**src/rtl/dreg_bitops_pkg.sv**
```systemverilog
package dreg_bitops_pkg;

    typedef enum logic [1:0] {
        OP_BIT_MIRROR  = 2'b00,
        OP_BYTE_MIRROR = 2'b01,
        OP_FIRST_ONE   = 2'b10,
        OP_PASS        = 2'b11
    } bitop_e;

    typedef enum logic {
        ST_IDLE_HOLD = 1'b0,
        ST_CAPTURE   = 1'b1
    } outstage_e;

endpackage

```
**src/rtl/dreg_bit_mirror.sv**
```systemverilog
module dreg_bit_mirror #(
    parameter int DATA_W = 32
) (
    input  logic [DATA_W-1:0] src,
    output logic [DATA_W-1:0] dst
);
    for (genvar k = 0; k < DATA_W; k++) begin : g_lane
        assign dst[k] = src[DATA_W-1-k];
    end
endmodule

```
**src/rtl/dreg_byte_mirror.sv**
```systemverilog
module dreg_byte_mirror #(
    parameter int DATA_W = 32
) (
    input  logic [DATA_W-1:0] src,
    output logic [DATA_W-1:0] dst
);
    localparam int NBYTES = DATA_W / 8;

    for (genvar j = 0; j < NBYTES; j++) begin : g_byte
        assign dst[j*8 +: 8] = src[(NBYTES-1-j)*8 +: 8];
    end
endmodule

```
**src/rtl/dreg_first_one.sv**
```systemverilog
module dreg_first_one #(
    parameter int DATA_W = 32
) (
    input  logic [DATA_W-1:0] src,
    output logic [DATA_W-1:0] dst
);
    localparam int CNT_W = $clog2(DATA_W + 1);

    logic [CNT_W-1:0] offset;

    // Later (higher) indices overwrite earlier ones, so the highest set bit wins.
    always_comb begin
        offset = CNT_W'(DATA_W);
        for (int i = 0; i < DATA_W; i++) begin
            if (src[i]) begin
                offset = CNT_W'(DATA_W - 1 - i);
            end
        end
    end

    always_comb begin
        dst = '0;
        dst[CNT_W-1:0] = offset;
    end
endmodule

```
**src/rtl/dreg_bitops.sv**
```systemverilog
module dreg_bitops
    import dreg_bitops_pkg::*;
#(
    parameter int DATA_W  = 32,
    parameter bit REG_OUT = 1'b1
) (
    input  logic              clk,
    input  logic              rst_n,
    input  logic              in_valid,
    input  logic [1:0]        in_op,
    input  logic [DATA_W-1:0] in_data,
    output logic              out_valid,
    output logic [DATA_W-1:0] out_data
);
    logic [DATA_W-1:0] bit_res;
    logic [DATA_W-1:0] byte_res;
    logic [DATA_W-1:0] scan_res;
    logic [DATA_W-1:0] sel_res;
    bitop_e            op;

    assign op = bitop_e'(in_op);

    dreg_bit_mirror  #(.DATA_W(DATA_W)) u_bit  (.src(in_data), .dst(bit_res));
    dreg_byte_mirror #(.DATA_W(DATA_W)) u_byte (.src(in_data), .dst(byte_res));
    dreg_first_one   #(.DATA_W(DATA_W)) u_scan (.src(in_data), .dst(scan_res));

    always_comb begin
        unique case (op)
            OP_BIT_MIRROR:  sel_res = bit_res;
            OP_BYTE_MIRROR: sel_res = byte_res;
            OP_FIRST_ONE:   sel_res = scan_res;
            OP_PASS:        sel_res = in_data;
            default:        sel_res = in_data;
        endcase
    end

    if (REG_OUT) begin : g_reg
        outstage_e         stage_q;
        logic [DATA_W-1:0] data_q;

        // State register: capture on a valid input, otherwise idle hold.
        always_ff @(posedge clk or negedge rst_n) begin
            if (!rst_n) begin
                stage_q <= ST_IDLE_HOLD;
            end else begin
                stage_q <= in_valid ? ST_CAPTURE : ST_IDLE_HOLD;
            end
        end

        always_ff @(posedge clk or negedge rst_n) begin
            if (!rst_n) begin
                data_q <= '0;
            end else if (in_valid) begin
                data_q <= sel_res;
            end
        end

        // Output process.
        always_comb begin
            unique case (stage_q)
                ST_CAPTURE:   out_valid = 1'b1;
                ST_IDLE_HOLD: out_valid = 1'b0;
                default:      out_valid = 1'b0;
            endcase
            out_data = data_q;
        end
    end else begin : g_comb
        assign out_valid = in_valid;
        assign out_data  = sel_res;
    end
endmodule

```
**config.mk**
```make
export PLATFORM = sky130hd
export DESIGN_NAME = dreg_bitops
export DESIGN_NICKNAME = d
export VERILOG_FILES = /design/src/rtl/dreg_bitops_pkg.sv /design/src/rtl/dreg_bit_mirror.sv /design/src/rtl/dreg_byte_mirror.sv /design/src/rtl/dreg_first_one.sv /design/src/rtl/dreg_bitops.sv
export SDC_FILE = /design/constraint.sdc
export NUM_CORES = 1
export LEC_CHECK = 0
export ABC_CLOCK_PERIOD_IN_PS = 2150
export BUFFER_PORTS_ARGS = -buffer_cell sky130_fd_sc_hd__buf_2
export CAP_MARGIN = 20
export CORE_ASPECT_RATIO = 1.4
export CORE_UTILIZATION = 35
export CTS_BUF_LIST = sky130_fd_sc_hd__clkbuf_4 sky130_fd_sc_hd__clkbuf_8
export DETAILED_ROUTE_END_ITERATION = 6
export HOLD_SLACK_MARGIN = 0.02
export SETUP_SLACK_MARGIN = 0.05
export SYNTH_ARGS = -nofsm -noshare
export SYNTH_HDL_FRONTEND = slang
export SYNTH_SLANG_ARGS = --single-unit
```
**constraint.sdc**
```tcl
create_clock -name clk -period 2.15 [get_ports clk]
set_input_delay 0.43 -clock clk [delete_from_list [all_inputs] [get_ports clk]]
set_output_delay 0.43 -clock clk [all_outputs]
set_load 0.005 [all_outputs]
```
---- Yosys cells after proc, flatten, opt, wreduce, memory -nomap -nowiden ----
Cells that the tools add are included.
storage, ports and cells
  register bits after elaboration ......... 33
  input port bits ......................... 37
  output and inout bits ................... 33
  word-level logic and storage cells ...... 42
cells by class
  equal/unequal tests ..................... 3
  mux-type cells .......................... 35
  bitwise gates (word level) .............. 1
  reductions and logical operators ........ 1
operator list
  kind                                                              number
  6-bit 2-to-1 mux                                                  32
  32-bit one-hot mux with 4 select lines                            1
  2-bit == test (second input constant)                             2
  2-bit by 1-bit == test with 1-bit output (second input constant)  1
  2-bit zero test                                                   1
  1-bit one-hot mux with 2 select lines                             1
  1-bit 2-to-1 mux                                                  1
  1-bit NOT                                                         1

---- Longest topological paths before layout ----
  word-level depth ........................ 33
  depth in mapped cells ................... 6
  depth with buffers taken out ............ 5

---- Hierarchy ----
From an unflattened synthesis, not the netlist that was laid out.
second synthesis, totals
  cells, all modules ...................... 335
  area, all modules ....................... 3,143.0 um2
modules (own cells, without submodules)
  module            times used  cells each  area each (um2)  seq. area each (um2)
  dreg_bitops       1           179         2,095.8          825.8
  dreg_first_one    1           92          566.8            0.0
  dreg_bit_mirror   1           32          240.2            0.0
  dreg_byte_mirror  1           32          240.2            0.0

---- Least setup slack after synthesis ----
No wires, ideal clock.
  path type ............................... input -> register
  start point ............................. input in_data[7]
  end point ............................... register g_reg.data_q[5], in the netlist out_data[5]
  library setup time ...................... 0.082 ns
  data arrival time ....................... 1.635 ns
  data required time ...................... 2.068 ns
  path slack .............................. 0.433 ns
  cell stages on the path ................. 5
  buffers on the path ..................... 0
  path through ............................ or4_1 > nor2_1 > nand3_1 > or3_1 > a31oi_1
on the way
  cells in the longest elaborated chain, start to end .. 26
ends and longest elaborated chain
  what                                    line                  RTL
  start, declared                         dreg_bitops.sv:11     input logic [DATA_W-1:0] in_data,
  6-bit 2-to-1 mux (25 in series)         dreg_first_one.sv:15  if (src[i]) begin
  32-bit one-hot mux with 4 select lines  dreg_bitops.sv:28     unique case (op)
  end signal, assigned                    dreg_bitops.sv:54     data_q <= sel_res;
  end, declared                           dreg_bitops.sv:39     logic [DATA_W-1:0] data_q;
No other way between the ends.
A chain may end at the register's enable or synchronous reset.

---- Worst setup path after layout ----
Same ends and word-level chain as after synthesis.

==> results.json <==
{
  "final_nets": 391,
  "setup_viol": 0,
  "worstReg2RegEnd": "out_data[8]",
  "required_ns": 2.37,
  "min_period_ns": 1.71,
  "yosys-top-cells-area": "dfrtp_1 (36%), a21oi_1 (12%), mux2i_1 (11%)",
  "crit_fanout": 6,
  "h-tree-depth": 2,
  "die_height_um": 97.2,
  "holdBufCountCts": 0,
  "finalMaxSlewViolations": 0,
  "rsz0062_at_grt": "false",
  "power_density_nw_per_um2": 597,
  "grt_pass1_vias": 2255,
  "final-hold-violation-count": 0,
  "skew_ns": 0,
  "gp_congestion": 0.870,
  "seq_area_frac_synth_pct": 36.4,
  "ys_ff_latch": 33,
  "ys_warn_count": 0,
  "synth_most_common_cell": "nor2_1",
  "area_growth_pct": 22.1,
  "tightestPinTransition_ns": 0.766,
  "synth.net_count": 329,
  "ys.flop_type": "dfrtp_1",
  "hp-class": "input port to asynchronous set/reset pin",
  "syn_avg_cell_area_um2": 7.76,
  "start_util_pct": 36.2,
  "grt_pass1_wl_mm": 11.1,
  "clock_sinks": 33,
  "worstSetupEndpoint": "out_data[5]",
  "r2r_cells": 1,
  "core_um2": 6250,
  "crit_path_end_kind": "register",
  "arrival_ns": 1.93,
  "r2r_start": "out_data[8]",
  "irDropWorstVdd_v": 0.000361,
  "synth_compound_area_share_pct": 21.9,
  "cts_made_buffers": 5,
  "clk_pin_slew_ns": 0.08,
  "wirelength_mm": 6.85,
  "avgViaCountPerCell": 5.54,
  "clock_path_buffers": 2,
  "crit_start": "in_data[7]",
  "dr_total_vias": 2360,
  "post-cts-setup-buffer-count": 0,
  "port_buffers": 69,
  "synthCells": 292,
  "antenna_found_initial": 0,
  "synthTopCellsByCount": "nor2_1 (58), a21oi_1 (56), dfrtp_1 (33)",
  "drv_cap": 0,
  "drc": 0,
  "synth_top_family_by_area": "simple AND/OR/NAND/NOR gates",
  "antenna_cells": 0,
  "track_usage_pct": 20.7,
  "synth-simple-area-share_pct": 23.8,
  "synth_xor_area_share_pct": 0,
  "cts_tree": "done",
  "synthesis.area_um2": 2270,
  "synth_edf_count": 0,
  "synth_top_area_share_pct": 36.4,
  "gr-total-overflow": 0,
  "clk_latency_ns": 0.28,
  "drtIter0Drc": 142,
  "tns_ns": 0,
  "num_rows": 34,
  "muxShareOfSynthArea_pct": 13.0,
  "synth_adder_area_share_pct": 0,
  "synth.distinct_cells": 35,
  "hpwl_mm": 5.05,
  "die_w_um": 70,
  "grt_max_degree": 34,
  "r2r_setup_slack_ns": 1.38,
  "clockRootBuffer": "clkbuf_8",
  "fin_crit_sh_pct": 79.6,
  "die_area_um2": 6800,
  "cts.repair.resized": 0,
  "wl_per_cell_um": 16.1,
  "total_power_mw": 1.65,
  "drt-pass1-iter-count": 5,
  "worst-setup-path-type": "input port to register",
  "ioPinCount": 70,
  "final_antenna_net_count": 0,
  "cp-start-kind": "input port",
  "ys_async_sr_fraction_pct": 100,
  "layout-drive-gt1-share_pct": 26.0,
  "synth_largest_area_cell": "dfrtp_1",
  "slew_headroom_pct": 49.0,
  "fmax_mhz": 585,
  "p_leak_nw": 1.26,
  "outcome": "finished, final reports clean"
}
-- layer usage --
metal | part of all wire [%] | track usage, % | up-vias
met4 | 2.0 | 9.08 | 0
met2 | 53 | 36.2 | 70
met5 | 0 | 0 | -
met1 | 41 | 24.4 | 1115
li1 | - | - | 1164
met3 | 4.3 | 3.84 | 11
-- through the flow --
stage	hold slack [ns]	utilization [%]	instance area, um2	setup slack, ns	instances
final	0.208	44.3	2770	0.440	426
after floorplan	0.134	-	2270	0.433	292
after CTS	0.241	44.3	2770	0.435	426
after global routing	0.283	44.3	2770	0.406	426
after global placement	0.486	42.8	2680	0.152	419
after detailed placement	0.491	42.8	2680	0.135	419
-- critical path: stages --
cell     delay (ns)
buf_2          0.14
or4_1          0.53
nor2_1         0.23
nand3_1        0.12
or3_1          0.32
a31oi_1        0.15
-- worst min-delay path by stage --
stage | slack (ns) | start | end | cells past startpoint
global route | 0.28 | rst_n | out_data[2] | 1
global placement | 0.49 | out_data[26] | out_data[26] | 1
floorplan | 0.13 | rst_n | g_reg.stage_q | 0
CTS | 0.24 | rst_n | out_data[2] | 1
finish | 0.21 | rst_n | out_data[2] | 1
detailed placement | 0.49 | out_data[26] | out_data[26] | 1
-- layout by cell type (no fill, tap or decap), types with 2 or more instances in the layout --
| master | n |
|---|---|
| nand2_1 | 14 |
| a31oi_1 | 6 |
| nor2b_1 | 3 |
| o211ai_1 | 2 |
| o21bai_1 | 2 |
| o31ai_1 | 4 |
| mux2i_1 | 26 |
| o21ai_0 | 7 |
| mux2_2 | 3 |
| dfrtp_1 | 33 |
| buf_2 | 69 |
| o21ai_1 | 7 |
| nor4_1 | 6 |
| clkbuf_8 | 6 |
| nor3_1 | 7 |
| inv_1 | 5 |
| nand2b_1 | 6 |
| a21oi_1 | 56 |
| nand3_1 | 9 |
| nor2_1 | 58 |
| buf_4 | 9 |
-- state kept, by name (all words and copies together), names as in the netlist --
| signal | count |
|---|---|
| g_reg.stage_q | 1 |
| out_data | 32 |
-- kinds of logic after synthesis --
family | after synthesis
mux | 29
flops | 33
simple gates | 112
buf+inv | 28
compound gates | 90
-- cell type report --
type / instances / area [um2]
fillers: 668 / 3490
flip-flops and latches: 33 / 826
inverters: 5 / 18.8
repair buffers: 78 / 413
well taps: 72 / 90.1
multi-input cells: 231 / 1330
clock buffers: 7 / 90.1
-- report_power, final --
group	internal, mW	total, mW	switching [mW]	leakage (nW)
Sequential	0.690	0.725	0.0347	0.385
Clock	0.267	0.500	0.233	0.0477
Combinational	0.179	0.427	0.248	0.829
Total	1.14	1.65	0.516	1.26
No activity file was read; power rests on OpenSTA's default activity.
